[config.mk]
export PLATFORM = sky130hd
export DESIGN_NAME = fsk_word_clocker
export DESIGN_NICKNAME = d
export VERILOG_FILES = /design/src/rtl/fsk_word_clocker.sv
export SDC_FILE = /design/constraint.sdc
export NUM_CORES = 1
export LEC_CHECK = 0
export BUFFER_PORTS_ARGS = -buffer_cell sky130_fd_sc_hd__clkbuf_2
export CORE_MARGIN = 8
export CORE_UTILIZATION = 25
export CTS_CLUSTER_SIZE = 40
export DETAILED_ROUTE_END_ITERATION = 12
export PLACE_DENSITY = 0.49
export SLEW_MARGIN = 20
export SYNTH_ARGS = -nofsm -noshare
export SYNTH_HDL_FRONTEND = slang
export SYNTH_SLANG_ARGS = --single-unit
[constraint.sdc]
create_clock -name clk -period 2.05 [get_ports clk]
set_input_delay 0.205 -clock clk [delete_from_list [all_inputs] [get_ports clk]]
set_output_delay 0.205 -clock clk [all_outputs]
set_load 0.005 [all_outputs]
[src/rtl/fsk_word_clocker.sv]
module fsk_word_clocker #(
  parameter int OSR       = 16,
  parameter int DATA_BITS = 8
) (
  input  logic clk,
  input  logic rst_n,
  input  logic pwr_down,
  input  logic rx_in,
  output logic dout,
  output logic dclk,
  output logic drdy_n
);
  localparam int HALF = OSR / 2;
  localparam int CW   = $clog2(OSR);
  localparam int BW   = (DATA_BITS > 1) ? $clog2(DATA_BITS) : 1;

  typedef enum logic [1:0] {S_IDLE, S_START, S_DATA, S_STOP} st_t;

  st_t           state;
  logic          armed;
  logic [CW-1:0] cnt;
  logic [BW-1:0] bit_idx;
  logic          dout_q;
  logic          dclk_q;
  logic          pend;
  logic [CW-1:0] rdy_cnt;

  always_ff @(posedge clk or negedge rst_n) begin
    if (!rst_n) begin
      state   <= S_IDLE;
      armed   <= 1'b0;
      cnt     <= '0;
      bit_idx <= '0;
      dout_q  <= 1'b1;
      dclk_q  <= 1'b0;
      pend    <= 1'b0;
      rdy_cnt <= '0;
    end else if (pwr_down) begin
      state   <= S_IDLE;
      armed   <= 1'b0;
      cnt     <= '0;
      bit_idx <= '0;
      dout_q  <= 1'b1;
      dclk_q  <= 1'b0;
      pend    <= 1'b0;
      rdy_cnt <= '0;
    end else begin
      pend <= 1'b0;
      if (pend) dclk_q <= 1'b1;
      else if (dclk_q && cnt == CW'(HALF)) dclk_q <= 1'b0;
      if (rdy_cnt != '0) rdy_cnt <= rdy_cnt - 1'b1;

      case (state)
        S_IDLE: begin
          if (rx_in) armed <= 1'b1;
          else if (armed) begin
            state <= S_START;
            cnt   <= CW'(1);
            armed <= 1'b0;
          end
        end
        S_START: begin
          if (cnt == CW'(HALF)) begin
            if (!rx_in) begin
              state   <= S_DATA;
              cnt     <= '0;
              bit_idx <= '0;
            end else begin
              state <= S_IDLE;
              armed <= 1'b1;
            end
          end else cnt <= cnt + 1'b1;
        end
        S_DATA: begin
          if (cnt == CW'(OSR - 1)) begin
            cnt    <= '0;
            dout_q <= rx_in;
            pend   <= 1'b1;
            if (bit_idx == BW'(DATA_BITS - 1)) state <= S_STOP;
            else bit_idx <= bit_idx + 1'b1;
          end else cnt <= cnt + 1'b1;
        end
        default: begin
          if (cnt == CW'(OSR - 1)) begin
            cnt   <= '0;
            state <= S_IDLE;
            armed <= rx_in;
            if (rx_in) rdy_cnt <= CW'(HALF);
          end else cnt <= cnt + 1'b1;
        end
      endcase
    end
  end

  assign dout   = pwr_down | dout_q;
  assign dclk   = pwr_down | dclk_q;
  assign drdy_n = pwr_down | (rdy_cnt == '0);

  // start cell never carries a clock pulse
  assert_no_clock_in_start_R3: assert property (@(posedge clk) disable iff (!rst_n)
    (state == S_START) |-> !dclk_q);

  // data settled before the clock edge
  assert_data_stable_at_rise_R5: assert property (@(posedge clk) disable iff (!rst_n)
    (!pwr_down && !$past(pwr_down) && $rose(dclk)) |-> $stable(dout));

  // no clock while the word strobe is active
  assert_quiet_clock_on_ready_R7: assert property (@(posedge clk) disable iff (!rst_n)
    (!drdy_n) |-> !dclk_q);

  // strobe starts only from the stop cell
  assert_ready_from_stop_R7: assert property (@(posedge clk) disable iff (!rst_n)
    ($fell(drdy_n) && !$past(pwr_down)) |-> ($past(state) == S_STOP));

  // power-down returns the receiver to idle
  assert_powerdown_idle_R9: assert property (@(posedge clk) disable iff (!rst_n)
    pwr_down |=> (state == S_IDLE && !dclk_q && rdy_cnt == '0));
endmodule

==> metrics.yaml, run 1 <==
status:
  status: "finished clean"
floorplan:
  die_area_um2: 7094
  start_util: 0.2531
  die_h_um: 84.23
  rows: 25
  pin_count: 7
  fp.dieW_um: 84.23
  core-area_um2: 4598
timing:
  skew_ps: 1.005
  rsz0062_at_grt: "no"
  period_share: 0.8662
  drv_slew: 0
  worstMarginPinSlew_ps: 478.9
  hold_viol: 0
  finalSetupViolCount: 0
  fin_crit_ps: 1776
  final.setup.tns_ps: 0
  whs_ps: 295.0
  slew_headroom: 0.6807
  fmax_mhz: 563.1
  layout_setup_ws_ps: 274.2
finish:
  multiInputGateArea_um2: 639.4
  fillers: 502
  drive_above_1_share: 0.2167
  final_area_um2: 1260
  area_growth_pct: 8.280
  antenna_cells: 0
  fin_nets: 130
  seq_area_um2: 426.7
placement:
  place_ws_ps: 392.7
  dpl_cell_area_um2: 1205
  portBuffers: 6
  hpwl_um: 1814
  routabilityCongestion: 0.8090
power:
  ir_drop_uv: 250.7
  power_density_nw_per_um2: 710.5
  p_total_mw: 0.8952
  p_leak_nw: 0.5380
critical_path:
  endpoint_kind: "primary output"
  cp.arrival_ps: 1570
  required_ps: 1850
  worstSetupPathType: "reg2out"
  path_max_fanout: 5
  critPathLaunchType: "flip-flop"
clock_network:
  cts_max_level: 1
  cts_tree: "done"
  cts.path.max_buffers: 2
  cts-resized-gates: 0
  cts_hold_buf: 1
  path_clk_slew_ps: 70
  insertion_delay_ps: 250
  post-cts-setup-buffers: 0
  cts_sinks: 17
  cts_buffers: 3
  ctsRootBufferMaster: "clkbuf_8"
synthesis:
  synth-seq-cells: 17
  async_reset_ff_frac: 1.000
  synth.largest_area_cell: "dfrtp_1"
  synthesis.area_um2: 1164
  yosysWarnings: 0
  seq_area_frac_synth: 0.3667
  synth_ff_type: "dfrtp_1"
  synth_area_per_cell_um2: 10.12
  synthTopCellsByArea: "dfrtp_1 34%, ha_1 5.4%, buf_6 4.8%"
  synthCells: 115
  yosys.area.top_type_share: 0.3441
  synth_edf_count: 0
  syn-num-nets: 124
  ys_types: 44
global_routing:
  grt.overflow.total: 0
  grt_pass1_wl_um: 4347
  grt_max_degree: 18
  track_usage: 0.07551
  grt_antenna_before_repair: 0
  grt_pass1_vias: 906
routing:
  wire_per_inst_um: 14.64
  ant_nets: 0
  finalWirelength_um: 2548
  vias_per_cell: 5.115
  drt-pass1-iter-count: 4
  num_vias: 890
  drcViolationCount: 0
  drt_iter0_drc: 89
job:
  cap_violations: 0
min_path:
  hp-class: "in2reg"
[final timing paths]
kind	from	cells past startpoint	end	slack, ps
setup / recovery	rdy_cnt[0]	5	drdy_n	270
setup reg to reg	cnt[0]	4	cnt[3]	370
hold / removal	pwr_down	2	state[1]	300
min in group asynchronous	rst_n	2	cnt[3]	420
max in group asynchronous	rst_n	2	dout_q	1290
hold reg to reg	pend	2	dclk_q	470
[kinds of logic (layout without fill, tap and decap cells)]
group                      after synthesis  after routing  share of synthesized area
adders and majority gates                5              5                    0.05376
and+or+nand+nor                         44             44                     0.2409
buffers and inverters                   15             20                    0.08387
AOI/OAI and AO/OA                       30             30                     0.2204
DFF                                     17             17                     0.3667
muxes                                    4              4                    0.03441
[state kept, by name, summed over array words and instances, names as in the netlist]
register and flops:
state 2, cnt 4, dout_q 1, bit_idx 3
pend 1, rdy_cnt 4, armed 1, dclk_q 1
[cell usage after synthesis (all sizes together) (2+ instances only)]
cell type   n
mux2i       4
and4        2
a21oi       4
or2         2
nand3b      2
nand3       7
dfrtp      16
ha          5
a221oi      3
o21bai      2
nand2b      4
a211oi      3
a31oi       2
nor2        8
nor3b       2
nand2       8
nor3        3
inv         7
buf         8
o21ai       7
[placed cells by master, fill, tap and decap left out, types with 4 or more instances in the layout]
cell type and count:
o21ai_0 4, nand2b_1 4, nor2_1 7, nand2_1 8, mux2i_1 4, inv_1 7, a21oi_1 4, nand3_1 7
dfrtp_1 16, clkbuf_2 6, ha_1 5
[metrics by stage]
step | std cells | utilization
finish | 174 | 0.2740
CTS | 174 | 0.2740
detailed placement | 169 | 0.2620
floorplan | 115 | -
global route | 174 | 0.2740
global placement | 169 | 0.2620
[area by class of cell]
type | count | share of cell area
well taps | 54 | 0.05362
multi-input cells | 83 | 0.5074
clock buffers | 4 | 0.03575
repair buffers | 9 | 0.04369
flip-flops and latches | 17 | 0.3386
inverters | 7 | 0.02085
[routing by layer]
metal | GRT usage | routed length, µm | up-vias
met5 | 0 | 0 | -
met1 | 0.08837 | 1213 | 439
met3 | 0.01742 | 94 | 4
li1 | - | - | 430
met4 | 0.04239 | 53 | 0
met2 | 0.1233 | 1187 | 17
[power by group]
part / switching [mW] / total (mW) / leakage, nW / internal (mW)
Clock: 0.123 / 0.261 / 0.0228 / 0.138
Sequential: 0.0381 / 0.409 / 0.229 / 0.371
Combinational: 0.121 / 0.226 / 0.286 / 0.104
Total: 0.282 / 0.895 / 0.538 / 0.613
[worst max-delay path, stage by stage (launching register included)]
cell and delay (ps):
dfrtp_1 410, inv_1 70, ha_1 180, or3b_1 430, nand2_1 100, clkbuf_2 110
Power figures use the tool's default switching activity.
==> inputs of run 2 (changes only) <==
--- a/config.mk
+++ b/config.mk
@@ -6,7 +6,9 @@
 export NUM_CORES = 1
 export LEC_CHECK = 0
 export BUFFER_PORTS_ARGS = -buffer_cell sky130_fd_sc_hd__clkbuf_2
-export CORE_MARGIN = 8
+export CAP_MARGIN = 20
+export CORE_ASPECT_RATIO = 1.5
+export CORE_MARGIN = 2
 export CORE_UTILIZATION = 25
 export CTS_CLUSTER_SIZE = 40
 export DETAILED_ROUTE_END_ITERATION = 12
==> run 2 against run 1 <==
Die area is 26% lower; combinational power is 3% higher; non-clock buffer count is the same; utilization up 0.43 points; flip-flop and latch count is the same; hold slack improved by 2.1 ps; register-to-register slack improved by 20 ps; clock skew about the same; via count increased by 1.1%.
==> metrics.yaml, run 2 (same netlist as run 1, synthesis figures left out) <==
floorplan:
  pin_count: 7
  core-area_um2: 4504
  die_h_um: 87.56
  rows: 30
  fp.dieW_um: 59.71
  die_area_um2: 5227
  start_util: 0.2583
critical_path:
  cp_cell_sequence: "inv_1 > ha_1 > or3b_1 > nand2_1 > clkbuf_2"
  worstSetupPathType: "reg2out"
  cp_slowest_cell: "or3b_1"
  r2r_end: "cnt[3]"
  r2r_start: "cnt[0]"
  cp.arrival_ps: 1620
  critPathLaunchType: "flip-flop"
  reg2reg_depth: 4
  required_ps: 1850
  path_max_fanout: 5
  r2r_slack_ps: 390
  endpoint_kind: "primary output"
  max_stage_delay_ps: 450
clock_network:
  cts_buffers: 3
  cts.path.max_buffers: 2
  path_clk_slew_ps: 70
  ctsRootBufferMaster: "clkbuf_8"
  cts_sinks: 17
  cts_max_level: 1
  cts_tree: "done"
  insertion_delay_ps: 250
routing:
  wire_per_inst_um: 14.73
  ant_nets: 0
  vias_per_cell: 5.357
  drt-pass1-iter-count: 4
  drcViolationCount: 0
  finalWirelength_um: 2474
  drt_iter0_drc: 25
  num_vias: 900
timing:
  worstMarginPinSlew_ps: 494.7
  period_share: 0.8897
  skew_ps: 1.092
  rsz0062_at_grt: "no"
  slew_headroom: 0.6702
  hold_viol: 0
  whs_ps: 297.1
  fin_crit_ps: 1824
  final.setup.tns_ps: 0
  finalSetupViolCount: 0
  fmax_mhz: 548.3
  drv_slew: 0
power:
  seqPwrFrac: 0.458
  intPower_mw: 0.6113
  p_leak_nw: 0.5407
  p_total_mw: 0.8972
  swShare: 0.3186
  power_density_nw_per_um2: 715.6
  combPwrFrac: 0.259
  p_switching_mw: 0.2859
  power.share.clock: 0.283
  ir_drop_uv: 153.7
min_path:
  min-delay-start: "pwr_down"
  hp-class: "in2reg"
  whs_path_depth: 2
  whs_endpoint: "state[1]"
finish:
  mostFrequentLayoutCell: "dfrtp_1"
  top_regs: "cnt x4, rdy_cnt x4, bit_idx x3"
  drive_above_1_share: 0.2250
  final_cell_mix: "16 x dfrtp_1, 8 x nand2_1, 7 x inv_1, 7 x nor2_1, 7 x nand3_1"
  antenna_cells: 0
  final_area_um2: 1254
  final_util: 0.2783
  fin_nets: 130
  area_growth_pct: 7.742
  fillers: 480
status:
  status: "finished clean"
global_routing:
  grt_pass1_wl_um: 4326
  track_usage: 0.1100
  grt_max_degree: 18
  grt_pass1_vias: 885
  grt.overflow.total: 0
  grt_antenna_before_repair: 0
placement:
  hpwl_um: 1847
  dpl_cell_area_um2: 1197
  portBuffers: 6
  routabilityCongestion: 0.7749
job:
  cap_violations: 0
-- run 2: cell types whose count changed in the layout (fill, tap and decap cells not counted), sizes merged --
cell	change
clkinv	+1
clkbuf	-1
-- run 2: cell type report --
class | count | area [µm²] | area share
tap | 48 | 60.06 | 0.04790
clock buffer | 3 | 41.29 | 0.03293
timing repair buffer | 9 | 55.05 | 0.04391
clock inverter | 1 | 5.005 | 0.003992
inverter | 7 | 26.28 | 0.02096
multi-input combinational | 83 | 639.4 | 0.5100
sequential | 17 | 426.7 | 0.3403
-- run 2: how the worst max path moves through the flow --
stage,startpoint,slack [ps],depth (start not counted),end
after floorplan,cnt[0],580,5,cnt[3]
after global placement,cnt[0],430,4,cnt[3]
after detailed placement,cnt[0],410,4,cnt[3]
after CTS,rdy_cnt[0],230,5,drdy_n
after global routing,rdy_cnt[0],160,5,drdy_n
final,rdy_cnt[0],230,5,drdy_n
-- run 2: through the flow --
step | setup WS [ps] | cells
4_1_cts | 230.7 | 168
2_1_floorplan | 583.7 | 115
6_report | 226.2 | 168
3_3_place_gp | 430.4 | 163
5_1_grt | 159.6 | 168
3_5_place_dp | 405.0 | 163
-- run 2: repair_timing --
action,in CTS,in global routing
buffers inserted,0,0
endpoints found under the hold margin,16,0
hold buffers,1,0
resized for setup,0,0
endpoints found under the setup margin,0,0
-- run 2: critical path, delay by kind of cell, from the launching register on --
family	cells	cell delay, ps
DFF	1	410
adders and majority gates	1	210
buffers and inverters	2	190
and+or+nand+nor	2	560
-- run 2: power groups by stage --
stage          Combinational [mW]  Clock, mW  Sequential (mW)
4_1_cts                     0.236      0.262            0.410
5_1_grt                     0.265      0.273            0.415
3_5_place_dp                0.233          0            0.417
6_report                    0.233      0.254            0.411
3_3_place_gp                0.219          0            0.413
2_1_floorplan               0.184          0            0.402
-- run 2: layer usage --
| layer | share of wire | GRT usage | vias to the layer above |
|---|---|---|---|
| li1 | - | - | 436 |
| met2 | 0.53 | 0.1957 | 16 |
| met3 | 0.027 | 0.02659 | 7 |
| met5 | 0 | 0 | - |
| met1 | 0.41 | 0.1145 | 441 |
| met4 | 0.031 | 0.06061 | 0 |
==> inputs of run 3 (changes only) <==
--- a/config.mk
+++ b/config.mk
@@ -8,7 +8,6 @@
 export BUFFER_PORTS_ARGS = -buffer_cell sky130_fd_sc_hd__clkbuf_2
 export CAP_MARGIN = 20
 export CORE_ASPECT_RATIO = 1.5
-export CORE_MARGIN = 2
 export CORE_UTILIZATION = 25
 export CTS_CLUSTER_SIZE = 40
 export DETAILED_ROUTE_END_ITERATION = 12
==> run 3 against run 2 <==
The run now ends with DRC left; die area down 5.6%; final cell count down 1.2%; via count down 0.78%; cell area down 1.2%; critical path type unchanged; critical endpoint unchanged.
==> metrics.yaml, run 3 (same netlist as run 1, synthesis figures left out) <==
critical_path:
  crit_buf_inv: 2
  cp.arrival_ps: 1580
  critPathLaunchType: "flip-flop"
  max_stage_delay_ps: 450
  path_max_fanout: 5
  r2r_slack_ps: 330
  reg2reg_depth: 4
  endpoint_kind: "primary output"
  cp_top_family: "simple AND/OR/NAND/NOR gates"
  cp_slowest_cell: "or3b_1"
  r2r_end: "cnt[3]"
  r2r_start: "cnt[0]"
  required_ps: 1850
  worstSetupPathType: "reg2out"
  cp_cell_sequence: "inv_1 > ha_1 > or3b_1 > nand2_1 > clkbuf_2"
global_routing:
  grt_max_degree: 21
  track_usage: 0.1062
  grt_pass1_vias: 864
  grt_antenna_before_repair: 0
  grt_pass1_wl_um: 4064
  grt.overflow.total: 0
finish:
  area_growth_pct: 6.452
  antenna_cells: 0
  drive_above_1_share: 0.2119
  mostFrequentLayoutCell: "dfrtp_1"
  top_regs: "cnt x4, rdy_cnt x4, bit_idx x3"
  final_util: 0.2750
  multiInputGateArea_um2: 639.4
  final_cell_mix: "16 x dfrtp_1, 8 x nand2_1, 7 x inv_1, 7 x nor2_1, 7 x nand3_1"
  fin_nets: 128
  fillers: 476
  seq_area_um2: 426.7
clock_network:
  cts_max_level: 1
  cts.path.max_buffers: 2
  cts_buffers: 3
  cts_sinks: 17
  insertion_delay_ps: 260
  path_clk_slew_ps: 80
  cts_tree: "done"
  ctsRootBufferMaster: "clkbuf_8"
  cts-resized-gates: 0
placement:
  hpwl_um: 1795
  portBuffers: 6
  routabilityCongestion: 0.7953
timing:
  hold_viol: 0
  drv_slew: 0
  period_share: 0.8716
  rsz0062_at_grt: "no"
  fmax_mhz: 559.7
  slew_headroom: 0.4981
  finalSetupViolCount: 0
  worstMarginPinSlew_ps: 752.9
  final.setup.tns_ps: 0
  skew_ps: 7.407
  whs_ps: 288.2
  fin_crit_ps: 1787
power:
  power_density_nw_per_um2: 721.5
  ir_drop_uv: 236.5
  p_total_mw: 0.8937
  p_leak_nw: 0.5299
routing:
  vias_per_cell: 5.380
  num_vias: 893
  wire_per_inst_um: 14.98
  ant_nets: 0
  drt_iter0_drc: 46
  drcViolationCount: 2
  finalWirelength_um: 2487
  drt-pass1-iter-count: 8
job:
  cap_violations: 0
floorplan:
  rows: 30
  fp.dieW_um: 57.71
  start_util: 0.2583
  pin_count: 7
  die_h_um: 85.56
  die_area_um2: 4937
  core-area_um2: 4504
min_path:
  whs_path_depth: 2
  whs_endpoint: "state[1]"
  hp-class: "in2reg"
  min-delay-start: "pwr_down"
status:
  status: "finished, violations left"
  violations: "DRC"
## run 3: cell count changes in the layout (fill, tap and decap cells not counted), sizes merged
| cell | previous run | this run |
|---|---|---|
| buf | 2 | 0 |
## run 3: report_power, final
group	internal, mW	total, mW	switching (mW)
registers	0.370	0.411	0.0403
clock network	0.135	0.260	0.125
logic	0.103	0.223	0.120
total	0.609	0.894	0.285
## run 3: layout make-up
type / count / area share
Tap cell: 48 / 0.04848
Multi-Input combinational cell: 83 / 0.5162
Timing Repair Buffer: 7 / 0.03232
Inverter: 7 / 0.02121
Sequential cell: 17 / 0.3444
Clock buffer: 3 / 0.03333
Clock inverter: 1 / 0.004040
## run 3: worst max-delay path by stage
stage	startpoint	cells after the start	to
final	rdy_cnt[0]	5	drdy_n
after global routing	rdy_cnt[0]	5	drdy_n
after CTS	rdy_cnt[0]	5	drdy_n
after detailed placement	cnt[0]	4	cnt[3]
after global placement	cnt[0]	4	cnt[3]
after floorplan	cnt[0]	5	cnt[3]
## run 3: timing repair
item / 4_1_cts / 5_1_grt
setup buffers: 0 / 0
endpoints found under the hold margin: 16 / 0
hold buffers: 1 / 0
## run 3: metrics by stage
step / instances / setup slack, ps / area (µm²)
after floorplan: 115 / 583.7 / 1164
after global placement: 161 / 360.5 / 1182
after detailed placement: 161 / 343.6 / 1182
after CTS: 166 / 227.6 / 1239
after global routing: 166 / 124.1 / 1239
final: 166 / 263.2 / 1239
## run 3: worst reg2reg max path, cell delays in order, from the launching register on
cell	delay, ps
dfrtp_1	440
ha_1	320
and4_1	460
nor4b_2	100
a211o_1	300
## run 3: routing by layer
metal / vias to the layer above / share of wire / track usage
li1: 428 / - / -
met1: 437 / 0.43 / 0.1303
met2: 23 / 0.52 / 0.1882
met3: 5 / 0.036 / 0.01207
met4: 0 / 0.016 / 0.03896
met5: - / 0 / 0
